==> src/rtl/sc_t0_pkg.sv <==
package sc_t0_pkg;
  typedef enum logic [2:0] {
    ST_IDLE,
    ST_START,
    ST_DATA,
    ST_TAIL,
    ST_NACK,
    ST_GUARD
  } rx_state_e;
endpackage

==> src/rtl/sc_t0_shift.sv <==
module sc_t0_shift #(
  parameter int DW = 8
) (
  input  logic          clk_i,
  input  logic          rst_ni,
  input  logic          clr_i,
  input  logic          shift_i,
  input  logic          bit_i,
  output logic [DW-1:0] data_o,
  output logic          par_o
);
  logic [DW-1:0] sr_q;
  logic          par_q;

  always_ff @(posedge clk_i or negedge rst_ni) begin
    if (!rst_ni) begin
      sr_q  <= '0;
      par_q <= 1'b0;
    end else if (clr_i) begin
      par_q <= 1'b0;
    end else if (shift_i) begin
      sr_q  <= {bit_i, sr_q[DW-1:1]};  // LSB first
      par_q <= par_q ^ bit_i;
    end
  end

  assign data_o = sr_q;
  assign par_o  = par_q;
endmodule

==> src/rtl/sc_t0_err_cnt.sv <==
module sc_t0_err_cnt #(
  parameter int CW = 8
) (
  input  logic          clk_i,
  input  logic          rst_ni,
  input  logic          inc_i,
  input  logic          clr_i,
  output logic [CW-1:0] cnt_o
);
  localparam logic [CW-1:0] MAX = {CW{1'b1}};

  logic [CW-1:0] cnt_q, base;

  always_comb begin
    base = clr_i ? '0 : cnt_q;
    if (inc_i && base != MAX) base = base + 1'b1;
  end

  always_ff @(posedge clk_i or negedge rst_ni) begin
    if (!rst_ni) cnt_q <= '0;
    else         cnt_q <= base;
  end

  assign cnt_o = cnt_q;
endmodule

==> src/rtl/sc_t0_rx.sv <==
module sc_t0_rx
  import sc_t0_pkg::*;
#(
  parameter int OVS        = 8,
  parameter int GUARD_BITS = 2,
  parameter int DW         = 8,
  parameter int CW         = 8
) (
  input  logic          clk_i,
  input  logic          rst_ni,
  input  logic          bit_tick_i,
  input  logic          io_i,
  output logic          io_pd_o,
  input  logic          cfg_inack_i,
  input  logic          cmd_rst_nack_i,
  input  logic          cmd_rst_sts_i,
  input  logic          rx_rd_i,
  output logic [DW-1:0] rx_data_o,
  output logic          rx_ready_o,
  output logic          par_err_o,
  output logic          nack_inh_o,
  input  logic          err_rd_i,
  output logic [CW-1:0] err_cnt_o
);
  localparam int HALF   = OVS / 2;
  localparam int GTICKS = GUARD_BITS * OVS;
  localparam int TW     = $clog2(GTICKS + 1);
  localparam int IW     = $clog2(DW + 1);

  rx_state_e     state_q;
  logic [TW-1:0] tcnt_q;
  logic [IW-1:0] idx_q;
  logic          nack_q;
  logic [DW-1:0] data_q;
  logic          ready_q, perr_q, inh_q;

  logic          samp, shift_en, last, confirm, par_acc, bad;
  logic [DW-1:0] sh_data;

  // mid-bit sample point inside the data/parity phase
  assign samp     = bit_tick_i && state_q == ST_DATA && tcnt_q == TW'(OVS - 1);
  assign shift_en = samp && idx_q < IW'(DW);
  assign last     = samp && idx_q == IW'(DW);
  assign confirm  = bit_tick_i && state_q == ST_START && tcnt_q == TW'(HALF - 1) && !io_i;
  assign bad      = last && (par_acc ^ io_i);

  sc_t0_shift #(.DW(DW)) u_shift (
    .clk_i  (clk_i),
    .rst_ni (rst_ni),
    .clr_i  (confirm),
    .shift_i(shift_en),
    .bit_i  (io_i),
    .data_o (sh_data),
    .par_o  (par_acc)
  );

  sc_t0_err_cnt #(.CW(CW)) u_cnt (
    .clk_i (clk_i),
    .rst_ni(rst_ni),
    .inc_i (bad),
    .clr_i (err_rd_i),
    .cnt_o (err_cnt_o)
  );

  always_ff @(posedge clk_i or negedge rst_ni) begin
    if (!rst_ni) begin
      state_q <= ST_IDLE;
      tcnt_q  <= '0;
      idx_q   <= '0;
      nack_q  <= 1'b0;
    end else if (bit_tick_i) begin
      case (state_q)
        ST_IDLE: if (!io_i) begin
          state_q <= ST_START;
          tcnt_q  <= '0;
        end
        ST_START: begin
          if (tcnt_q == TW'(HALF - 1)) begin
            state_q <= io_i ? ST_IDLE : ST_DATA;
            tcnt_q  <= '0;
            idx_q   <= '0;
          end else tcnt_q <= tcnt_q + 1'b1;
        end
        ST_DATA: begin
          if (tcnt_q == TW'(OVS - 1)) begin
            tcnt_q <= '0;
            idx_q  <= idx_q + 1'b1;
            if (idx_q == IW'(DW)) begin
              state_q <= ST_TAIL;
              nack_q  <= bad && !cfg_inack_i;
            end
          end else tcnt_q <= tcnt_q + 1'b1;
        end
        ST_TAIL: begin
          if (tcnt_q == TW'(HALF - 1)) begin
            state_q <= nack_q ? ST_NACK : ST_GUARD;
            tcnt_q  <= '0;
          end else tcnt_q <= tcnt_q + 1'b1;
        end
        ST_NACK: begin
          if (tcnt_q == TW'(OVS - 1)) begin
            state_q <= ST_GUARD;
            tcnt_q  <= '0;
          end else tcnt_q <= tcnt_q + 1'b1;
        end
        ST_GUARD: begin
          if (tcnt_q == TW'(GTICKS - 1)) begin
            state_q <= ST_IDLE;
            tcnt_q  <= '0;
          end else tcnt_q <= tcnt_q + 1'b1;
        end
        default: state_q <= ST_IDLE;
      endcase
    end
  end

  // result registers; a set wins over a same-cycle clear
  always_ff @(posedge clk_i or negedge rst_ni) begin
    if (!rst_ni) begin
      data_q  <= '0;
      ready_q <= 1'b0;
      perr_q  <= 1'b0;
      inh_q   <= 1'b0;
    end else begin
      if (last && (!bad || cfg_inack_i)) data_q <= sh_data;

      if (last && !bad)  ready_q <= 1'b1;
      else if (rx_rd_i)  ready_q <= 1'b0;

      if (bad && !cfg_inack_i) perr_q <= 1'b1;
      else if (cmd_rst_sts_i)  perr_q <= 1'b0;

      if (bad && cfg_inack_i)  inh_q <= 1'b1;
      else if (cmd_rst_nack_i) inh_q <= 1'b0;
    end
  end

  assign io_pd_o    = state_q == ST_NACK;
  assign rx_data_o  = data_q;
  assign rx_ready_o = ready_q;
  assign par_err_o  = perr_q;
  assign nack_inh_o = inh_q;
endmodule

==> config.mk <==
export PLATFORM = sky130hd
export DESIGN_NAME = sc_t0_rx
export DESIGN_NICKNAME = d
export VERILOG_FILES = /design/src/rtl/sc_t0_pkg.sv /design/src/rtl/sc_t0_shift.sv /design/src/rtl/sc_t0_err_cnt.sv /design/src/rtl/sc_t0_rx.sv
export SDC_FILE = /design/constraint.sdc
export NUM_CORES = 1
export LEC_CHECK = 0
export BUFFER_PORTS_ARGS = -buffer_cell sky130_fd_sc_hd__clkbuf_2
export CAP_MARGIN = 20
export CORE_MARGIN = 3
export CORE_UTILIZATION = 57
export DETAILED_ROUTE_END_ITERATION = 10
export PLACE_DENSITY = 0.79
export SYNTH_ARGS = -nofsm -noshare
export SYNTH_HDL_FRONTEND = slang
export SYNTH_SLANG_ARGS = --single-unit
==> constraint.sdc <==
create_clock -name clk_i -period 2.7 [get_ports clk_i]
set_clock_uncertainty 0.15 [all_clocks]
set_input_delay 0.54 -clock clk_i [delete_from_list [all_inputs] [get_ports clk_i]]
set_output_delay 0.54 -clock clk_i [all_outputs]
set_load 0.01 [all_outputs]
==> out/results.tsv <==
stage	metric	value	unit
global_routing	vias in the first global route	1592	
route	initial DRC count	115	
worst_hold_path	WHS Path Cells	2	
clock_tree	Clk pin slew, worst setup/hold paths	0.09	ns
floorplanning	Die Width	67.7	um
clock_tree	Max clock buf depth	2	
global_routing	grt total ovfl	0	
cells_and_area	fraction of layout cells with a size suffix above 1	27.3	%
synthesis	Yosys reg bits	41	
floorplanning	core area	3490	um2
route	DRT Pass-1 Iters	4	
clock_tree	Max H-tree Level	2	
cells_and_area	Ant. Diodes	0	
placed_design	Port Buffers	28	
route	vias per cell	5.84	
worst_setup_path	worst r2r dst	u_cnt.cnt_o[5]	
synthesis	Seq/Total Area, Yosys	47.3	%
worst_setup_path	CP startpoint kind	flip-flop	
worst_setup_path	CP startpoint	tcnt_q[0]	
route	wire per inst	15.5	um
cells_and_area	Layout area overhead	15.1	%
placed_design	HPWL after DPL	3290	um
sta	Hold Fails Final Rpt	0	
floorplanning	Initial Util	62.0	%
route	total number of vias	1682	
power_and_ir_drop	static leakage	1.19	nW
global_routing	first-pass GRT wire length	7670	um
worst_setup_path	worst path arrival time	2.37	ns
worst_setup_path	critical path required time	2.77	ns
clock_tree	Post-CTS Resized	0	
placed_design	placer congestion estimate	0.872	
sta	max_slew headroom	60.3	%
clock_tree	clk root buf	clkbuf_8	
clock_tree	Post-CTS Hold Buffers	1	
clock_tree	Num CTS Buffers	5	
clock_tree	post-CTS setup buffers	0	
synthesis	Post-synth EDFFs	0	
global_routing	Tot GR Track Use	22.8	%
route	WL final	4450	um
sta	RSZ-0062 raised after global routing	false	
sta	setup TNS	0	ns
cells_and_area	nets	256	
global_routing	largest net degree at the start of global routing	18	
floorplanning	Die Ht	67.7	um
route	DRC	0	
synthesis	asr flop ratio synth	100	%
synthesis	Top FF cell, synth	dfrtp_1	
floorplanning	Row Count	21	
clock_tree	CTS tree	built	
synthesis	post-synth top area cell	dfrtp_1	
worst_setup_path	Worst Path Max Fanout	12	
clock_tree	Skew-Pair Late Insertion Delay	0.29	ns
worst_hold_path	hold path startpoint	cmd_rst_sts_i	
worst_setup_path	Reg2Reg Depth	5	
sta	final max-slew violation count	0	
global_routing	initial antenna violation count	0	
worst_setup_path	r2r setup slk	0.40	ns
synthesis	top-area cell type share of the netlist area	47.3	%
power_and_ir_drop	Peak VDD IR	0.382	mV
worst_hold_path	worst hold path class	in -> reg	
synthesis	Post-Syn Instances	206	
synthesis	synth unique cells	46	
route	ANT nets after route	0	
power_and_ir_drop	Power, Total	1.53	mW
synthesis	ranking of synthesized cells by area	dfrtp_1, mux2_2, ha_1	
sta	Final Setup Violations	0	
sta	Fmax	435	MHz
worst_setup_path	WS Path Type	reg -> reg	
floorplanning	io pins	29	
synthesis	Ys Warns	0	
synthesis	syn nets	221	
worst_setup_path	reg2reg start	tcnt_q[0]	
sta	post-route minimum period	2.30	ns
clock_tree	clock sink count	41	
power_and_ir_drop	PwrDens	614	nW/um2
synthesis	Post-Syn Area	2170	um2
sta	fin crit share	85.1	%
worst_setup_path	crit path capture	u_cnt.cnt_o[5]	
status	status	finished, final reports clean	
synthesis	Mapped Avg Cell Area	10.5	um2
job	Max-cap violations	0	
worst_setup_path	Setup crit end kind	flip-flop	
floorplanning	Die Footprint	4580	um2
sta	Worst Max-Slew Pin Slew	0.591	ns
worst min-delay path by stage:
| stage | to | slack (ns) |
|---|---|---|
| floorplan | idx_q[0] | 0.09 |
| global placement | tcnt_q[3] | 0.32 |
| detailed placement | tcnt_q[3] | 0.32 |
| CTS | par_err_o | 0.26 |
| global route | par_err_o | 0.26 |
| finish | par_err_o | 0.27 |
synth_stat cells, drive strengths merged, types with 4 or more instances:
cell and n:
clkbuf 4, buf 4, nor2 13, nand4 5
dfrtp 41, o31ai 4, o21ai 12, a21oi 10
nand2 17, mux2 16, o22ai 4, xor2 5
nand2b 5, nand3 11, ha 6, inv 10
final cells by class:
type | instances | area (um2)
multi-input combinational | 147 | 1060
sequential | 41 | 1030
fill | 279 | 998
timing repair buffer | 36 | 203
clock buffer | 5 | 68.8
tap | 46 | 57.6
clock inverter | 3 | 46.3
inverter | 10 | 37.5
cell families after synthesis:
| logic type | share of synthesized area, % |
|---|---|
| xor gates and xnor gates | 3.17 |
| and+or+nand+nor | 20.9 |
| DFF | 47.3 |
| muxes | 9.23 |
| adders and majority gates | 3.46 |
| buffers and inverters | 3.92 |
| AOI/OAI and AO/OA | 11.9 |
power breakdown:
part	internal [mW]	total [mW]	switching, mW
Combinational	0.132	0.291	0.159
Sequential	0.671	0.747	0.0763
Clock	0.277	0.495	0.219
Total	1.08	1.53	0.454
state kept, by name, indices dropped and copies added (netlist names):
register	count
nack_q	1
tcnt_q	5
par_err_o	1
nack_inh_o	1
u_cnt.cnt_o	8
idx_q	4
u_shift.par_o	1
rx_data_o	8
state_q	3
rx_ready_o	1
u_shift.data_o	8
cells in the final DEF, fill, tap and decap left out, types with 4 or more instances in the layout:
cell | synthesis | routed
dfrtp_1 | 41 | 41
o21ai_0 | 12 | 12
clkbuf_8 | 0 | 5
a21oi_1 | 9 | 9
nor2_1 | 12 | 12
ha_1 | 6 | 6
buf_4 | 0 | 7
nand2_1 | 17 | 17
nand4_1 | 4 | 4
xor2_1 | 4 | 4
clkbuf_2 | 0 | 28
nand2b_1 | 5 | 5
o22ai_1 | 4 | 4
mux2_2 | 16 | 16
inv_1 | 10 | 10
o31ai_1 | 4 | 4
nand3_1 | 11 | 11
through the flow:
step / hold slack [ns] / cells / area [um2] / util (%) / setup slack [ns]
final: 0.273 / 288 / 2500 / 71.4 / 0.402
after global routing: 0.257 / 288 / 2500 / 71.4 / 0.249
after CTS: 0.263 / 288 / 2500 / 71.4 / 0.395
after detailed placement: 0.319 / 279 / 2370 / 67.8 / 0.306
after global placement: 0.319 / 279 / 2370 / 67.8 / 0.436
after floorplan: 0.0944 / 206 / 2170 / - / 0.683
critical path, stage by stage (launching register included):
cell	delay (ns)
dfrtp_1	0.40
ha_1	0.27
and4bb_2	0.43
nand4_4	0.22
or4_1	0.56
a21oi_1	0.19
metal layers:
layer  wire length [um]  up-vias  GRT usage, %
met5                  0        -             0
met4                 23        0          7.85
met3                159        2          6.32
met2               2300       33          36.5
met1               1970      830          29.6
li1                   -      817             -
Power figures use the tool's default switching activity.
